===== config.mk =====
export PLATFORM = sky130hd
export DESIGN_NAME = uart_rx_hs
export DESIGN_NICKNAME = d
export VERILOG_FILES = /design/src/rtl/uart_rx_hs_pkg.sv /design/src/rtl/rx_sync.sv /design/src/rtl/rx_bit_timer.sv /design/src/rtl/rx_bit_counter.sv /design/src/rtl/uart_rx_hs.sv
export SDC_FILE = /design/constraint.sdc
export NUM_CORES = 1
export LEC_CHECK = 0
export ABC_AREA = 1
export BUFFER_PORTS_ARGS = -buffer_cell sky130_fd_sc_hd__buf_4
export CAP_MARGIN = 10
export CORE_UTILIZATION = 53
export DETAILED_ROUTE_END_ITERATION = 6
export MAX_ROUTING_LAYER = met4
export PLACE_DENSITY = 0.77
export SLEW_MARGIN = 20
export SYNTH_ARGS = -nofsm -noshare
export SYNTH_HDL_FRONTEND = slang
export SYNTH_SLANG_ARGS = --single-unit

===== constraint.sdc =====
create_clock -name clk -period 1.46 [get_ports clk]
set_clock_uncertainty 0.15 [all_clocks]
set_input_delay 0.146 -clock clk [delete_from_list [all_inputs] [get_ports clk]]
set_output_delay 0.146 -clock clk [all_outputs]
set_load 0.01 [all_outputs]

===== src/rtl/uart_rx_hs_pkg.sv =====
// Shared types for the serial byte receiver.
package uart_rx_hs_pkg;
    // Control states of the receive sequencer.
    typedef enum logic [2:0] {
        ST_IDLE  = 3'd0,
        ST_START = 3'd1,
        ST_BITS  = 3'd2,
        ST_STOP  = 3'd3,
        ST_HAND  = 3'd4
    } rx_state_t;

    localparam int FRAME_BITS = 9;   // 8 data bits plus 1 parity bit
endpackage


===== src/rtl/rx_sync.sv =====
// Two-flop synchronizer for the asynchronous serial line.
// Assumes the line idles high; the reset value matches idle, so reset
// cannot be mistaken for a start edge.
module rx_sync (
    input  logic clk,
    input  logic rst_n,
    input  logic din,
    output logic dout
);
    logic meta;

    // Pass the raw line through two flops.
    always_ff @(posedge clk) begin
        if (!rst_n) begin
            meta <= 1'b1;
            dout <= 1'b1;
        end else begin
            meta <= din;
            dout <= meta;
        end
    end
endmodule


===== src/rtl/rx_bit_timer.sv =====
// Bit-period timer. Counts clock cycles from a restart.
// Pulses half_tick at cycle HALF-1 and full_tick at cycle FULL-1,
// then wraps to zero. Assumes FULL >= 2.
module rx_bit_timer #(
    parameter int FULL = 5208,
    parameter int HALF = 2604
) (
    input  logic clk,
    input  logic rst_n,
    input  logic restart,
    output logic half_tick,
    output logic full_tick
);
    localparam int CW = (FULL > 1) ? $clog2(FULL) : 1;
    localparam logic [CW-1:0] FULL_M1 = CW'(FULL - 1);
    localparam logic [CW-1:0] HALF_M1 = CW'(HALF - 1);

    logic [CW-1:0] cnt;

    assign half_tick = (cnt == HALF_M1);
    assign full_tick = (cnt == FULL_M1);

    // Advance the cycle count, wrapping at the end of a bit period.
    always_ff @(posedge clk) begin
        if (!rst_n || restart || full_tick) cnt <= '0;
        else                                cnt <= cnt + 1'b1;
    end
endmodule


===== src/rtl/rx_bit_counter.sv =====
// Counts the bits sampled in the current frame and flags the last one.
// Assumes inc is only asserted for bits belonging to the frame.
module rx_bit_counter #(
    parameter int NBITS = 9
) (
    input  logic clk,
    input  logic rst_n,
    input  logic clear,
    input  logic inc,
    output logic last
);
    localparam int CW = $clog2(NBITS + 1);
    localparam logic [CW-1:0] LAST_IDX = CW'(NBITS - 1);

    logic [CW-1:0] count;

    assign last = (count == LAST_IDX);

    // Count sampled bits; clear at the start of each frame.
    always_ff @(posedge clk) begin
        if (!rst_n || clear) count <= '0;
        else if (inc)        count <= count + 1'b1;
    end

    // At most NBITS samples per frame (9 = 8 data + parity).
    p_bit_limit_r9: assert property (@(posedge clk) disable iff (!rst_n)
        count <= CW'(NBITS));
endmodule


===== src/rtl/uart_rx_hs.sv =====
// Serial byte receiver with request/acknowledge delivery.
// Frame: start (low), 8 data bits LSB first, parity, stop (high).
// Assumes the sender waits for the handshake to finish before the next start bit.
module uart_rx_hs
    import uart_rx_hs_pkg::*;
#(
    parameter int CLK_HZ = 100_000_000,
    parameter int BAUD   = 19_200
) (
    input  logic       clk,
    input  logic       rst_n,
    input  logic       rx_serial,
    input  logic       odd_sel,
    output logic [7:0] data_out,
    output logic       parity_err,
    output logic       byte_ready,
    input  logic       byte_taken
);
    localparam int BIT_CYC  = CLK_HZ / BAUD;
    localparam int HALF_CYC = BIT_CYC / 2;

    rx_state_t              state;
    logic                   line, line_q;
    logic                   half_tick, full_tick, last_bit;
    logic                   tmr_restart, cnt_clear, cnt_inc;
    logic [FRAME_BITS-1:0]  shreg;

    rx_sync u_sync (
        .clk   (clk),
        .rst_n (rst_n),
        .din   (rx_serial),
        .dout  (line)
    );

    rx_bit_timer #(.FULL(BIT_CYC), .HALF(HALF_CYC)) u_timer (
        .clk       (clk),
        .rst_n     (rst_n),
        .restart   (tmr_restart),
        .half_tick (half_tick),
        .full_tick (full_tick)
    );

    rx_bit_counter #(.NBITS(FRAME_BITS)) u_bitcnt (
        .clk   (clk),
        .rst_n (rst_n),
        .clear (cnt_clear),
        .inc   (cnt_inc),
        .last  (last_bit)
    );

    // Timer and counter control derived from the current state.
    always_comb begin
        tmr_restart = (state == ST_IDLE) || (state == ST_START && half_tick);
        cnt_clear   = (state == ST_IDLE);
        cnt_inc     = (state == ST_BITS) && full_tick;
    end

    // Delayed copy of the synchronized line, for start-edge detection.
    always_ff @(posedge clk) begin
        if (!rst_n) line_q <= 1'b1;
        else        line_q <= line;
    end

    // Shift sampled bits in LSB first at each mid-bit tick.
    always_ff @(posedge clk) begin
        if (!rst_n)       shreg <= '0;
        else if (cnt_inc) shreg <= {line, shreg[FRAME_BITS-1:1]};
    end

    // Receive sequencer: start detect, glitch reject, bit collection, handshake.
    always_ff @(posedge clk) begin
        if (!rst_n) begin
            state <= ST_IDLE;
        end else begin
            unique case (state)
                ST_IDLE:  if (line_q && !line)         state <= ST_START;
                ST_START: if (half_tick)               state <= line ? ST_IDLE : ST_BITS;
                ST_BITS:  if (full_tick && last_bit)   state <= ST_STOP;
                ST_STOP:  if (full_tick)               state <= ST_HAND;
                ST_HAND:  if (byte_taken)              state <= ST_IDLE;
                default:                               state <= ST_IDLE;
            endcase
        end
    end

    // Capture the byte and the parity verdict at the middle of the stop bit.
    always_ff @(posedge clk) begin
        if (!rst_n) begin
            data_out   <= '0;
            parity_err <= 1'b0;
            byte_ready <= 1'b0;
        end else if (state == ST_STOP && full_tick) begin
            data_out   <= shreg[7:0];
            parity_err <= (^shreg) ^ odd_sel;
            byte_ready <= 1'b1;
        end else if (state == ST_HAND && byte_taken) begin
            byte_ready <= 1'b0;
        end
    end

    // the request holds until it is acknowledged.
    p_ready_hold_r5: assert property (@(posedge clk) disable iff (!rst_n)
        byte_ready && !byte_taken |=> byte_ready);

    // the byte and flag do not change while waiting for the acknowledge.
    p_data_stable_r5: assert property (@(posedge clk) disable iff (!rst_n)
        byte_ready && !byte_taken |=> $stable(data_out) && $stable(parity_err));

    // an acknowledged request drops on the next cycle.
    p_ready_drop_r6: assert property (@(posedge clk) disable iff (!rst_n)
        byte_ready && byte_taken |=> !byte_ready);

    // a new request can appear only after the sequencer has passed through the stop state.
    p_ready_after_stop_r7: assert property (@(posedge clk) disable iff (!rst_n)
        $rose(byte_ready) |-> $past(state) == ST_STOP);
endmodule


==> metrics.txt <==
Final setup viols 38; Post-synth EDFFs 0; Max Freq 632 MHz; count of cell types in the netlist 34; Switch Pwr 788 uW; row cnt 22; Reg area 846 um2; antenna violations before repair 0; max-slew violation count 0; outcome complete, but fails checks; Core Region 3660 um2; largest net degree at the start of global routing 22; critical path peak fanout 12; # fillers 275; Nets 325; via density per instance 4.99; grt ovf 0; maxcap violations 0; Async S/R FF share, synth 0%; Worst Path Required 1550 ps; Post-Synthesis Net Count 275; Total Power 2.76 mW; Skew-Pair Late Insertion Delay 300 ps; Slew headroom 80.2%; DRT iter0 DRCs 99; Port Buffer Count 14; Max clock buf depth 2; critical path endpoint category flip-flop; Crit Path Class flip-flop to flip-flop; DP HPWL 2840 um; vias in the first global route 1672; die height 63.8 um; clock power share 33.1%; origin of the critical flop-to-flop path u_timer.cnt[0]; #FFs+latches synth 42; Avg WL per Cell 11.8 um; Top FF cell, synth dfxtp_1; Initial Util 55.3%; sequential-to-total area share from yosys stat 41.5%; share of layout cells above drive strength 1 34.0%; commonest non-fill, non-tap cell in the layout nand2_1; internal power 1.97 mW; Worst Max-Slew Pin Slew 295 ps; root buf cell clkbuf_8; Final ANT Viol Nets 0; Clk pin slew, worst setup/hold paths 80 ps; IO Count 15; Area Growth Syn to Fin 33.2%; data arrival time of the critical path 1670 ps; drt drc 0; endpoints failing hold 0; All-Layer GR Usage 23.5%; period utilization 108%; syn_area_per_cell 7.58 um2; final wirelength 4330 um; commonest cells after routing, fill and taps aside 43 x nand2_1, 39 x buf_4, 38 x dfxtp_1, 37 x inv_1, 20 x a21oi_1; CP startpoint u_timer.cnt[0]; Sequential Power Share 45.0%; cells after synthesis 267; H-tree Lvls 2; startpoint types flip-flop; Multi-input gate area 1080 um2; P_leak 1.11 nW; Die Area 4070 um2; HP Start byte_taken; clk sink count 42; CTS buffer count 5; Layout Utilization 73.7%; failing checks setup timing; GP Congestion 0.818; Tmin final 1580 ps; Post-Syn Area 2020 um2; first-pass GRT wire length 7210 um; Logic pwr share 22.0%; Final WS setup -123 ps; Pre-Repair DR Iteration Count 4; Yosys warning total 0; die width 63.8 um; Peak supply drop 0.615 mV; CTS tree built; worst min path class input pin to flip-flop; vias 1828; Sw Ratio 28.5%; RSZ-0062 raised after global routing yes; P per Cell Area 1020 nW/um2; flop-to-flop setup slack -120 ps; antenna cells 0
-- routing by layer --
layer	global-route usage [%]	wire length (um)	up-vias	share of wire [%]
met1	29.8	2040	834	47
met3	5.71	173	8	4.0
met2	35.0	2040	35	47
li1	-	-	951	-
met5	-	0	-	0
met4	11.1	82	0	1.9
-- sequential cells by signal (all words and copies together), names as in the netlist --
name and count:
byte_ready 1, data_out 8, line_q 1, parity_err 1, shreg 9, state 3
u_bitcnt.count 4, u_sync.dout 1, u_sync.meta 1, u_timer.cnt 13
-- worst max-delay path: stages, from the launching register on --
cell,delay [ps]
dfxtp_2,360
ha_4,160
nand2_4,60
nor2_4,110
nand3_4,150
nor2_4,140
buf_12,140
buf_12,110
o21ai_2,50
a21oi_2,100
-- synthesized netlist by cell type (5+ instances only) --
library cell	instances	area [um2]
o21ai_0	19	95.1
a21oi_2	5	43.8
nand3_1	12	60.1
nor2_1	23	86.3
dfxtp_1	42	841
inv_1	38	143
a21oi_1	23	115
nand2_1	46	173
nand2_2	5	31.3
nor3_1	5	25.0
xor2_1	5	43.8
nor2_2	5	31.3
-- final timing paths --
path	to	depth (start not counted)
min	byte_ready	4
max	data_out[3]	9
min reg2reg	u_sync.dout	1
max reg2reg	data_out[3]	9
-- stage by stage --
stage	hold WS, ps	instances	worst slack, ps	TNS [ps]	area, um2
after floorplan	103	267	-7.29	-7.29	2050
after global placement	189	350	-79.8	-802	2420
after detailed placement	188	350	-134	-1460	2420
after CTS	73.7	365	-125	-2820	2660
after global routing	113	366	-218	-5820	2700
final	84.6	366	-123	-3010	2700
-- power by group through the flow --
stage | sequential, mW | combinational (mW) | clock [mW]
after CTS | 1.24 | 0.592 | 0.931
final | 1.24 | 0.607 | 0.913
after global routing | 1.25 | 0.677 | 0.982
after floorplan | 1.26 | 0.377 | 0
after global placement | 1.26 | 0.576 | 0
after detailed placement | 1.27 | 0.578 | 0
-- kinds of logic after synthesis --
logic type               after synthesis  share of synthesized area (%)
XOR/XNOR                               8                           3.46
flip-flops                            42                           41.5
AO/OA/AOI/OAI                         55                           15.6
AND/OR/NAND/NOR                      113                           28.1
adder cells (fa/ha/maj)                3                           1.85
buffers and inverters                 46                           9.52
-- what timing repair did --
item	CTS	global route
endpoints found under the hold margin	1	0
endpoints found under the setup margin	38	39
pin swaps	3	7
gates cloned	1	0
hold buffers	1	0
gates resized for setup	18	18
buffers inserted	5	2
-- area by class of cell --
cell class              count  area share (%)
flip-flops and latches     42            31.4
repair buffers             48            16.5
inverters                  41            5.71
clock buffers               6            2.69
clock inverters             2            1.39
multi-input cells         179            40.1
well taps                  48            2.23
No activity file was read; power rests on OpenSTA's default activity.
